`src/rtl/can_mg_pkg.sv`:
```
package can_mg_pkg;
  typedef enum logic [1:0] {
    MD_NORMAL = 2'b00,
    MD_FREEZE = 2'b01,
    MD_SLEEP  = 2'b10
  } mode_e;
endpackage

```
`src/rtl/can_mg_fsm.sv`:
```
module can_mg_fsm
  import can_mg_pkg::*;
(
  input  logic  clk,
  input  logic  rst,
  input  logic  sleep_req,
  input  logic  freeze_req,
  input  logic  dbg_halt,
  input  logic  pause_en,
  output mode_e mode_q,
  output logic  sleep_ack,
  output logic  freeze_ack,
  output logic  clk_en
);
  mode_e mode_d;
  logic  forced;

  assign forced = dbg_halt && pause_en;

  // Priority: paused debug halt, then sleep, then freeze, then normal
  always_comb begin
    if (forced)          mode_d = MD_FREEZE;
    else if (sleep_req)  mode_d = MD_SLEEP;
    else if (freeze_req) mode_d = MD_FREEZE;
    else                 mode_d = MD_NORMAL;
  end

  always_ff @(posedge clk) begin
    if (rst) begin
      mode_q     <= MD_SLEEP;
      sleep_ack  <= 1'b1;
      freeze_ack <= 1'b0;
      clk_en     <= 1'b0;
    end else begin
      mode_q     <= mode_d;
      sleep_ack  <= (mode_d == MD_SLEEP);
      freeze_ack <= (mode_d == MD_FREEZE);
      clk_en     <= (mode_d != MD_SLEEP);
    end
  end

  p_sleep_ack_r2: assert property (@(posedge clk) disable iff (rst)
    (sleep_req && !forced) |=> sleep_ack);
  p_sleep_drop_r2: assert property (@(posedge clk) disable iff (rst)
    !sleep_req |=> !sleep_ack);
  p_halt_freeze_r4: assert property (@(posedge clk) disable iff (rst)
    forced |=> (freeze_ack && !sleep_ack));
  p_ack_excl_r3: assert property (@(posedge clk) disable iff (rst)
    !(sleep_ack && freeze_ack));
  p_clk_gate_r1: assert property (@(posedge clk) disable iff (rst)
    clk_en != sleep_ack);
endmodule

```
`src/rtl/can_mg_decode.sv`:
```
module can_mg_decode #(
  parameter int ADDR_W    = 8,
  parameter int NBANK     = 14,
  parameter int NMBOX     = 3,
  parameter int BTIM_ADDR = 0,
  parameter int FCFG_LO   = 1,
  parameter int FCFG_HI   = 3,
  parameter int BANK_BASE = 'h40,
  parameter int BANK_REGS = 2,
  parameter int MBOX_BASE = 'h20,
  parameter int MBOX_REGS = 4
) (
  input  logic [ADDR_W-1:0] addr,
  output logic              is_btim,
  output logic              is_fcfg,
  output logic [NBANK-1:0]  bank_hit,
  output logic [NMBOX-1:0]  mbox_hit
);
  localparam logic [ADDR_W-1:0] BT_A = ADDR_W'(BTIM_ADDR);
  localparam logic [ADDR_W-1:0] FC_L = ADDR_W'(FCFG_LO);
  localparam logic [ADDR_W-1:0] FC_H = ADDR_W'(FCFG_HI);

  assign is_btim = (addr == BT_A);
  assign is_fcfg = (addr >= FC_L) && (addr <= FC_H);

  for (genvar b = 0; b < NBANK; b++) begin : g_bank
    localparam logic [ADDR_W-1:0] LO = ADDR_W'(BANK_BASE + BANK_REGS * b);
    localparam logic [ADDR_W-1:0] HI = ADDR_W'(BANK_BASE + BANK_REGS * (b + 1));
    assign bank_hit[b] = (addr >= LO) && (addr < HI);
  end

  for (genvar m = 0; m < NMBOX; m++) begin : g_mbox
    localparam logic [ADDR_W-1:0] LO = ADDR_W'(MBOX_BASE + MBOX_REGS * m);
    localparam logic [ADDR_W-1:0] HI = ADDR_W'(MBOX_BASE + MBOX_REGS * (m + 1));
    assign mbox_hit[m] = (addr >= LO) && (addr < HI);
  end
endmodule

```
`src/rtl/can_mg_gate.sv`:
```
module can_mg_gate
  import can_mg_pkg::*;
#(
  parameter int ADDR_W = 8,
  parameter int DATA_W = 32,
  parameter int NBANK  = 14,
  parameter int NMBOX  = 3
) (
  input  logic              clk,
  input  logic              rst,
  input  mode_e             mode_q,
  input  logic              wr_en,
  input  logic [ADDR_W-1:0] wr_addr,
  input  logic [DATA_W-1:0] wr_data,
  input  logic              is_btim,
  input  logic              is_fcfg,
  input  logic [NBANK-1:0]  bank_hit,
  input  logic [NMBOX-1:0]  mbox_hit,
  input  logic              filt_cfg,
  input  logic [NBANK-1:0]  bank_active,
  input  logic [NMBOX-1:0]  mbox_empty,
  output logic              wr_commit,
  output logic [ADDR_W-1:0] commit_addr,
  output logic [DATA_W-1:0] commit_data,
  output logic              wr_reject
);
  logic allow;

  always_comb begin
    if (is_btim)         allow = (mode_q == MD_FREEZE);
    else if (is_fcfg)    allow = filt_cfg;
    else if (|bank_hit)  allow = filt_cfg || |(bank_hit & ~bank_active);
    else if (|mbox_hit)  allow = |(mbox_hit & mbox_empty);
    else                 allow = 1'b1;
  end

  always_ff @(posedge clk) begin
    if (rst) begin
      wr_commit   <= 1'b0;
      wr_reject   <= 1'b0;
      commit_addr <= '0;
      commit_data <= '0;
    end else begin
      wr_commit <= wr_en && allow;
      wr_reject <= wr_en && !allow;
      if (wr_en && allow) begin
        commit_addr <= wr_addr;
        commit_data <= wr_data;
      end
    end
  end

  p_btim_gate_r5: assert property (@(posedge clk) disable iff (rst)
    (wr_en && is_btim && mode_q != MD_FREEZE) |=> (wr_reject && !wr_commit));
  p_mbox_open_r8: assert property (@(posedge clk) disable iff (rst)
    (wr_en && |(mbox_hit & mbox_empty)) |=> wr_commit);
  p_fcfg_gate_r6: assert property (@(posedge clk) disable iff (rst)
    (wr_en && is_fcfg && !filt_cfg) |=> wr_reject);
  p_one_outcome_r10: assert property (@(posedge clk) disable iff (rst)
    wr_en |=> (wr_commit != wr_reject));
  p_idle_r10: assert property (@(posedge clk) disable iff (rst)
    !wr_en |=> (!wr_commit && !wr_reject));
endmodule

```
`src/rtl/can_mode_guard.sv`:
```
module can_mode_guard
  import can_mg_pkg::*;
#(
  parameter int ADDR_W = 8,
  parameter int DATA_W = 32,
  parameter int NBANK  = 14,
  parameter int NMBOX  = 3
) (
  input  logic              clk,
  input  logic              rst,
  input  logic              sleep_req,
  input  logic              freeze_req,
  input  logic              dbg_halt,
  input  logic              pause_en,
  output logic              sleep_ack,
  output logic              freeze_ack,
  output logic [1:0]        mode,
  output logic              clk_en,
  input  logic              wr_en,
  input  logic [ADDR_W-1:0] wr_addr,
  input  logic [DATA_W-1:0] wr_data,
  input  logic              filt_cfg,
  input  logic [NBANK-1:0]  bank_active,
  input  logic [NMBOX-1:0]  mbox_empty,
  output logic              wr_commit,
  output logic [ADDR_W-1:0] commit_addr,
  output logic [DATA_W-1:0] commit_data,
  output logic              wr_reject
);
  mode_e             mode_q;
  logic              is_btim, is_fcfg;
  logic [NBANK-1:0]  bank_hit;
  logic [NMBOX-1:0]  mbox_hit;

  assign mode = mode_q;

  can_mg_fsm u_fsm (
    .clk(clk), .rst(rst), .sleep_req(sleep_req), .freeze_req(freeze_req),
    .dbg_halt(dbg_halt), .pause_en(pause_en), .mode_q(mode_q),
    .sleep_ack(sleep_ack), .freeze_ack(freeze_ack), .clk_en(clk_en)
  );

  can_mg_decode #(.ADDR_W(ADDR_W), .NBANK(NBANK), .NMBOX(NMBOX)) u_dec (
    .addr(wr_addr), .is_btim(is_btim), .is_fcfg(is_fcfg),
    .bank_hit(bank_hit), .mbox_hit(mbox_hit)
  );

  can_mg_gate #(.ADDR_W(ADDR_W), .DATA_W(DATA_W), .NBANK(NBANK), .NMBOX(NMBOX)) u_gate (
    .clk(clk), .rst(rst), .mode_q(mode_q), .wr_en(wr_en), .wr_addr(wr_addr),
    .wr_data(wr_data), .is_btim(is_btim), .is_fcfg(is_fcfg),
    .bank_hit(bank_hit), .mbox_hit(mbox_hit), .filt_cfg(filt_cfg),
    .bank_active(bank_active), .mbox_empty(mbox_empty), .wr_commit(wr_commit),
    .commit_addr(commit_addr), .commit_data(commit_data), .wr_reject(wr_reject)
  );
endmodule

```
`config.mk`:
```
export PLATFORM = sky130hd
export DESIGN_NAME = can_mode_guard
export DESIGN_NICKNAME = d
export VERILOG_FILES = /design/src/rtl/can_mg_pkg.sv /design/src/rtl/can_mg_fsm.sv /design/src/rtl/can_mg_decode.sv /design/src/rtl/can_mg_gate.sv /design/src/rtl/can_mode_guard.sv
export SDC_FILE = /design/constraint.sdc
export NUM_CORES = 1
export LEC_CHECK = 0
export BUFFER_PORTS_ARGS = -buffer_cell sky130_fd_sc_hd__buf_2
export CORE_ASPECT_RATIO = 0.75
export CORE_MARGIN = 1
export CORE_UTILIZATION = 25
export CTS_BUF_LIST = sky130_fd_sc_hd__clkbuf_4
export DETAILED_ROUTE_END_ITERATION = 12
export REMOVE_ABC_BUFFERS = 1
export SLEW_MARGIN = 15
export SYNTH_ARGS = -nofsm -noshare
export SYNTH_HDL_FRONTEND = slang
export SYNTH_HIERARCHICAL = 1
export SYNTH_SLANG_ARGS = --single-unit
export TNS_END_PERCENT = 5
```
`constraint.sdc`:
```
create_clock -name clk -period 2.6 [get_ports clk]
set_input_delay 0.52 -clock clk [delete_from_list [all_inputs] [get_ports clk]]
set_output_delay 0.52 -clock clk [all_outputs]
set_load 0.01 [all_outputs]
```
==> reports/qor.csv, run 1 <==
stage;metric;value;unit
finish;Non-Filler Instances;517;
place;GP Congestion;0.817;
logic_synthesis;Post-Syn Instances;262;
worst_setup_path;CP Capture Type;flip-flop;
die;num rows;31;
worst_setup_path;critical path class;input pin to flip-flop;
finish;n_diodes;0;
routing;vias per cell;4.16;
logic_synthesis;post-synthesis simple-gate area fraction;35.3;%
finish;share of cells above drive strength 1;39.5;%
global_routing;first-pass GRT wire length;9670;um
worst_setup_path;worst path arrival time;2.63;ns
finish;nets;450;
global_routing;Total Routing Usage GR;11.7;%
clock_network;clk root buf;clkbuf_4;
logic_synthesis;post-synth top area share;37.7;%
routing;drt wl/cell;11.2;um
timing;Final setup viols;0;
worst_setup_path;CP Capture Point;u_gate/commit_data[27]$_SDFFE_PP0P_;
clock_network;CTS Hold Bufs;0;
worst_setup_path;RR Endpoint;u_gate/commit_data[27]$_SDFFE_PP0P_;
logic_synthesis;Yosys Warn Count;6;
worst_setup_path;Startpoint Class;input pin;
logic_synthesis;Unique masters post-synth;36;
worst_setup_path;crit path max fanout;30;
pwr;Pleak;0.00156;uW
clock_network;Post-CTS Setup Inserts;0;
timing;crit share post-route;89.9;%
logic_synthesis;Seq/Total Area, Yosys;37.7;%
timing;Slew headroom;68.7;%
clock_network;clock transition at the registers of the reported paths;0.13;ns
place;placed insts;510;
routing;drt drc;0;
clock_network;CTS tree;built;
logic_synthesis;Synth Area in Compound Gates;5.61;%
routing;antenna violation net count after detailed routing;0;
global_routing;pin count of the biggest net entering global routing;44;
global_routing;vias in the first global route;2150;
worst_hold_path;Hold/Removal Path Class;input pin to flip-flop;
clock_network;worst skew pair latency;0.36;ns
die;Die H;88.5;um
place;number of port buffers;111;
routing;Vias;2153;
timing;minimum clock period;2.34;ns
clock_network;CTS buffer count;5;
global_routing;initial antenna violation count;1;
logic_synthesis;post-synthesis xor/xnor area fraction;0;%
worst_setup_path;slack of the worst reg-to-reg path;1.06;ns
timing;max-slew violation count;0;
die;Die ar.;0.0104;mm2
finish;most common cell after layout, fill and taps aside;buf_2;
timing;RSZ-0062 raised after global routing;no;
die;Top Ports;112;
die;DIE WIDTH;117;um
worst_setup_path;CP startpoint;wr_addr[6];
finish;Core Util, Final;34.7;%
logic_synthesis;Post-Syn Area;0.00250;mm2
clock_network;H-tree depth reported by CTS;2;
logic_synthesis;largest family of logic cells by synthesized area;simple AND/OR/NAND/NOR gates;
routing;Post-Route WL;5800;um
timing;worst slew pin tran;0.466;ns
routing;DR iter-0 viols;56;
routing;number of detailed-route iterations in the first pass;4;
logic_synthesis;leading area contributor after synthesis;dfxtp_1;
timing;Clock Skew;0.00665;ns
clock_network;CTS-repair resized insts;0;
die;starting density of the core;25.7;%
timing;Final TNS setup;0;ns
logic_synthesis;#FFs+latches synth;47;
finish;Area Overhead vs Synth;34.7;%
clock_network;buffer levels on the longest clock path;2;
logic_synthesis;mux cell area share after synthesis;16.0;%
finish;most frequent cells in the layout;buf_2 (111), nand2b_1 (85), dfxtp_1 (47);
pwr;pwr dens;465;mW/mm2
logic_synthesis;Adder-Cell Fraction of Synth Area;0;%
worst_setup_path;worst reg2reg path depth;6;
pwr;maximum vdd drop;0.000195;V
job;MaxCap Viol Count;0;
die;Core Region;0.00970;mm2
outcome;outcome;finished clean;
worst_setup_path;launching point of the worst reg2reg path;u_fsm/mode_q[1]$_SDFF_PP1_;
logic_synthesis;Synth Area per Inst;9.53;um2
clock_network;clk sink count;47;
timing;fmax;428;MHz
logic_synthesis;largest cells by area after synthesis;dfxtp_1 (38%), nand2b_1 (21%), mux2i_1 (16%), buf_6 (2.3%), nor4_2 (2.0%);
place;dpl hpwl;4460;um
timing;final hold viol count;0;
global_routing;Remaining Overflow, GRT;0;
worst_setup_path;critical path required time;2.90;ns
## power by group
part           internal, uW  switching (uW)  total, uW  leakage [uW]
clock                   209             230        439     0.0000417
sequential              772            24.2        797      0.000388
combinational           169             159        328       0.00113
total                  1150             413       1560       0.00156
## metal layers
metal	up-vias	global-route usage [%]	share of wire (%)
met5	-	0	0
met4	0	3.54	0.76
met3	5	4.70	8.5
met2	72	19.0	41
met1	951	14.3	49
li1	1125	-	-
## kinds of logic (layout without fill, tap and decap cells)
logic type,Yosys count,count (layout)
mux,40,40
flops,47,47
simple gates,132,132
buf+inv,25,148
compound gates,18,18
## worst max-delay path: stages
cell and delay, ns:
buf_2 0.12, or3b_1 0.33, nor2_1 0.10, nor4_1 0.33, nand4_1 0.24, and3_2 0.31
a21oi_4 0.18, buf_12 0.24, mux2i_1 0.22
## worst min-delay path by stage
stage / slack [ns] / to / cells past startpoint / startpoint
final: 0.37 / u_fsm/clk_en$_SDFF_PP0_ / 2 / sleep_req
after global routing: 0.34 / u_fsm/clk_en$_SDFF_PP0_ / 2 / sleep_req
after CTS: 0.33 / u_fsm/clk_en$_SDFF_PP0_ / 2 / sleep_req
after detailed placement: 0.46 / u_gate/commit_data[19]$_SDFFE_PP0P_ / 2 / u_gate/commit_data[19]$_SDFFE_PP0P_
after global placement: 0.45 / u_gate/commit_data[8]$_SDFFE_PP0P_ / 2 / u_gate/commit_data[8]$_SDFFE_PP0P_
after floorplan: 0.49 / u_gate/commit_addr[0]$_SDFFE_PP0P_ / 2 / u_gate/commit_addr[0]$_SDFFE_PP0P_
## through the flow
stage / cell area [um2] / power, uW / hold WS (ns) / setup WS (ns)
floorplan: 2400 / 976 / 0.492 / -0.492
detailed placement: 3290 / 1150 / 0.458 / -0.105
global route: 3360 / 1670 / 0.338 / 0.152
finish: 3360 / 1560 / 0.366 / 0.263
global placement: 3290 / 1140 / 0.455 / -0.0739
CTS: 3360 / 1610 / 0.330 / 0.306
## cell type report
| type | instances | area (um2) |
|---|---|---|
| multi-input cells | 190 | 1420 |
| repair buffers | 132 | 726 |
| clock buffers | 6 | 45.0 |
| flip-flops and latches | 47 | 941 |
| well taps | 132 | 165 |
| inverters | 9 | 33.8 |
| fillers | 1015 | 6330 |
| clock inverters | 1 | 30.0 |
## cells in the mapped netlist
| cell type | instances |
|---|---|
| o21ai_0 | 1 |
| a22oi_1 | 1 |
| nor3_1 | 3 |
| o31ai_1 | 1 |
| a21oi_4 | 1 |
| dfxtp_1 | 47 |
| or3b_1 | 1 |
| nor2_1 | 13 |
| a2111oi_0 | 1 |
| or2b_1 | 1 |
| buf_6 | 5 |
| o2111ai_1 | 1 |
| a222oi_1 | 1 |
| o22ai_1 | 2 |
| nand2b_1 | 85 |
| a21oi_1 | 6 |
| inv_1 | 9 |
| nand2b_4 | 1 |
| or4_4 | 1 |
| nand4_1 | 1 |
| nor4b_4 | 1 |
| clkbuf_1 | 9 |
| nand4bb_1 | 3 |
| a21o_2 | 2 |
| and3_2 | 1 |
| or4b_1 | 1 |
| buf_2 | 2 |
| mux2i_1 | 40 |
| nor4_4 | 1 |
| nor4_1 | 5 |
| o311ai_2 | 1 |
| and3b_1 | 1 |
| nor2b_1 | 4 |
| nand3b_1 | 2 |
| nor4_2 | 4 |
| nand2_1 | 3 |
## sequential cells by signal, summed over array words and instances (netlist names)
| register | cells |
|---|---|
| u_gate/commit_data | 32 |
| u_gate/commit_addr | 8 |
| u_fsm/mode_q | 2 |
| u_fsm/clk_en | 1 |
| u_fsm/freeze_ack | 1 |
| u_fsm/sleep_ack | 1 |
| u_gate/wr_commit | 1 |
| u_gate/wr_reject | 1 |
Power figures use the tool's default switching activity.
==> inputs of run 2 (changes only) <==
--- a/config.mk
+++ b/config.mk
@@ -9,7 +9,6 @@
 export CORE_ASPECT_RATIO = 0.75
 export CORE_MARGIN = 1
 export CORE_UTILIZATION = 25
-export CTS_BUF_LIST = sky130_fd_sc_hd__clkbuf_4
 export DETAILED_ROUTE_END_ITERATION = 12
 export REMOVE_ABC_BUFFERS = 1
 export SLEW_MARGIN = 15
==> reports/qor.csv, run 2 (synthesized netlist as in run 1, its figures left out) <==
stage;metric;value;unit;change
clock_network;CTS Hold Bufs;0;;unchanged
die;Die ar.;0.0104;mm2;unchanged
finish;most frequent cells in the layout;buf_2 (111), nand2b_1 (85), dfxtp_1 (47);;
timing;Worst Hold Slack;0.462;ns;+0.0958 ns
timing;worst slew pin tran;0.466;ns;+0.0000217 ns
timing;max-slew violation count;0;;unchanged
place;number of port buffers;111;;unchanged
global_routing;first-pass GRT wire length;9650;um;-0.21%
die;starting density of the core;25.7;%;unchanged
worst_setup_path;slack of the worst reg-to-reg path;1.08;ns;+0.02 ns
routing;DR iter-0 viols;65;;+16%
pwr;PnR Total Power;1830;uW;+17%
worst_hold_path;Hold/Removal Path Class;input pin to flip-flop;;
pwr;power share of the clock group;38.6;%;+10 points
finish;max reg flops;32;;unchanged
clock_network;buffer levels on the longest clock path;2;;unchanged
timing;RSZ-0062 raised after global routing;no;;
finish;Non-Filler Instances;518;;+0.19%
worst_setup_path;worst reg2reg path depth;6;;unchanged
timing;crit share post-route;93.3;%;+3.4 points
worst_setup_path;Bufs and invs on worst path;2;;unchanged
worst_setup_path;Slowest Stage Delay on Critical Path;0.33;ns;about the same
clock_network;clock transition at the registers of the reported paths;0.06;ns;-0.07 ns
worst_setup_path;crit path cell chain;buf_2 > or3b_1 > nor2_1 > nor4_1 > nand4_1 > and3_2 > a21oi_4 > buf_12 > mux2i_1;;
pwr;maximum vdd drop;0.000246;V;+26%
job;MaxCap Viol Count;0;;unchanged
die;Top Ports;112;;unchanged
routing;Vias;2164;;+0.51%
routing;drt wl/cell;11.2;um;-0.28%
clock_network;H-tree depth reported by CTS;2;;unchanged
clock_network;CTS tree;built;;
routing;drt drc;0;;unchanged
worst_setup_path;delay-heaviest family, CP;simple AND/OR/NAND/NOR gates;;
pwr;combinational share of power;17.9;%;-3.1 points
pwr;Pleak;0.00160;uW;+2.3%
pwr;Sequential Power Share;43.5;%;-7.4 points
finish;share of cells above drive strength 1;39.2;%;-0.26 points
worst_setup_path;RR Endpoint;u_gate/commit_data[27]$_SDFFE_PP0P_;;
worst_setup_path;worst path arrival time;2.63;ns;about the same
place;placed insts;510;;unchanged
worst_setup_path;critical path class;input pin to flip-flop;;
timing;Final TNS setup;0;ns;unchanged
pwr;Power Internal;1390;uW;+21%
worst_setup_path;launching point of the worst reg2reg path;u_fsm/mode_q[1]$_SDFF_PP1_;;
worst_setup_path;CP Capture Type;flip-flop;;
clock_network;clk sink count;47;;unchanged
finish;Area Overhead vs Synth;38.1;%;
timing;minimum clock period;2.43;ns;+0.0889 ns
outcome;outcome;finished clean;;
pwr;pwr dens;532;mW/mm2;+14%
die;Die H;88.5;um;unchanged
timing;Final setup viols;0;;unchanged
global_routing;Remaining Overflow, GRT;0;;unchanged
routing;antenna violation net count after detailed routing;0;;unchanged
timing;Clock Skew;0.00353;ns;-0.00311 ns
global_routing;vias in the first global route;2136;;-0.65%
timing;fmax;412;MHz;-3.7%
finish;biggest regs;u_gate/commit_data (32), u_gate/commit_addr (8), u_fsm/mode_q (2);;
timing;Slew headroom;68.7;%;about the same
global_routing;initial antenna violation count;1;;unchanged
pwr;switching pwr;442;uW;+7.0%
worst_hold_path;Hold EP;u_fsm/clk_en$_SDFF_PP0_;;
finish;most common cell after layout, fill and taps aside;buf_2;;
routing;number of detailed-route iterations in the first pass;4;;unchanged
worst_setup_path;critical path required time;2.81;ns;-0.09 ns
routing;Post-Route WL;5800;um;about the same
worst_setup_path;Slowest cell on crit path;or3b_1;;
place;GP Congestion;0.817;;unchanged
worst_setup_path;crit path max fanout;30;;unchanged
clock_network;CTS-repair resized insts;0;;unchanged
worst_setup_path;Startpoint Class;input pin;;
finish;Most flops, register;u_gate/commit_data;;
clock_network;worst skew pair latency;0.28;ns;-0.08 ns
finish;Core Util, Final;35.6;%;+0.89 points
pwr;Net Sw Frac;24.1;%;-2.3 points
die;DIE WIDTH;117;um;unchanged
timing;final hold viol count;0;;unchanged
clock_network;Post-CTS Setup Inserts;0;;unchanged
global_routing;Total Routing Usage GR;11.5;%;-0.16 points
clock_network;CTS buffer count;5;;unchanged
routing;vias per cell;4.18;;+0.32%
worst_hold_path;Hold Crit Depth;2;;unchanged
worst_hold_path;HP Start;sleep_req;;
die;num rows;31;;unchanged
finish;nets;450;;unchanged
clock_network;clk root buf;clkbuf_16;;
place;dpl hpwl;4460;um;unchanged
global_routing;pin count of the biggest net entering global routing;44;;unchanged
die;Core Region;0.00970;mm2;unchanged
run 2: changes by cell type in the layout (fill, tap and decap cells not counted):
cell	before	now
clkbuf_16	0	5
clkbuf_4	6	0
clkbuf_1	0	1
diode_2	0	1
run 2: worst reg2reg max path, delay by kind of cell, from the launching register on:
family | cells | cell delay, ns
AO/OA/AOI/OAI | 3 | 0.52
flip-flops | 1 | 0.31
AND/OR/NAND/NOR | 1 | 0.14
multiplexers | 1 | 0.24
buffers and inverters | 1 | 0.24
run 2: final cells by class:
| type | instances | area [um2] |
|---|---|---|
| antenna | 1 | 2.50 |
| clock buffer | 6 | 129 |
| clock inverter | 1 | 30.0 |
| fill | 1007 | 6250 |
| inverter | 9 | 33.8 |
| multi-input combinational | 190 | 1420 |
| sequential | 47 | 941 |
| tap | 132 | 165 |
| timing repair buffer | 132 | 726 |
run 2: how the worst max path moves through the flow:
stage / start / end / slack (ns) / depth (start not counted)
detailed placement: wr_addr[7] / u_gate/commit_data[27]$_SDFFE_PP0P_ / -0.10 / 9
finish: wr_addr[6] / u_gate/commit_data[27]$_SDFFE_PP0P_ / 0.17 / 9
floorplan: wr_addr[4] / u_gate/commit_addr[0]$_SDFFE_PP0P_ / -0.49 / 7
CTS: wr_addr[6] / u_gate/commit_data[27]$_SDFFE_PP0P_ / 0.19 / 9
global placement: wr_addr[1] / u_gate/commit_data[24]$_SDFFE_PP0P_ / -0.07 / 10
global route: wr_addr[7] / u_gate/commit_data[24]$_SDFFE_PP0P_ / 0.04 / 9
run 2: stage by stage:
step | setup WS [ns] | instance area [um2]
global route | 0.0352 | 3450
floorplan | -0.492 | 2400
finish | 0.174 | 3450
global placement | -0.0739 | 3290
detailed placement | -0.105 | 3290
CTS | 0.191 | 3450
run 2: layer usage:
layer / up-vias / GRT usage [%] / part of all wire [%]
met5: - / 0 / 0
met4: 0 / 2.13 / 0.59
met3: 4 / 4.70 / 8.6
met2: 71 / 19.0 / 42
met1: 962 / 14.3 / 49
li1: 1127 / - / -
run 2: power groups by stage:
stage | logic [uW] | clock network, uW | registers, uW
2_1_floorplan | 138 | 0 | 838
3_3_place_gp | 329 | 0 | 812
3_5_place_dp | 334 | 0 | 813
4_1_cts | 334 | 744 | 798
5_1_grt | 363 | 772 | 804
6_report | 328 | 708 | 797
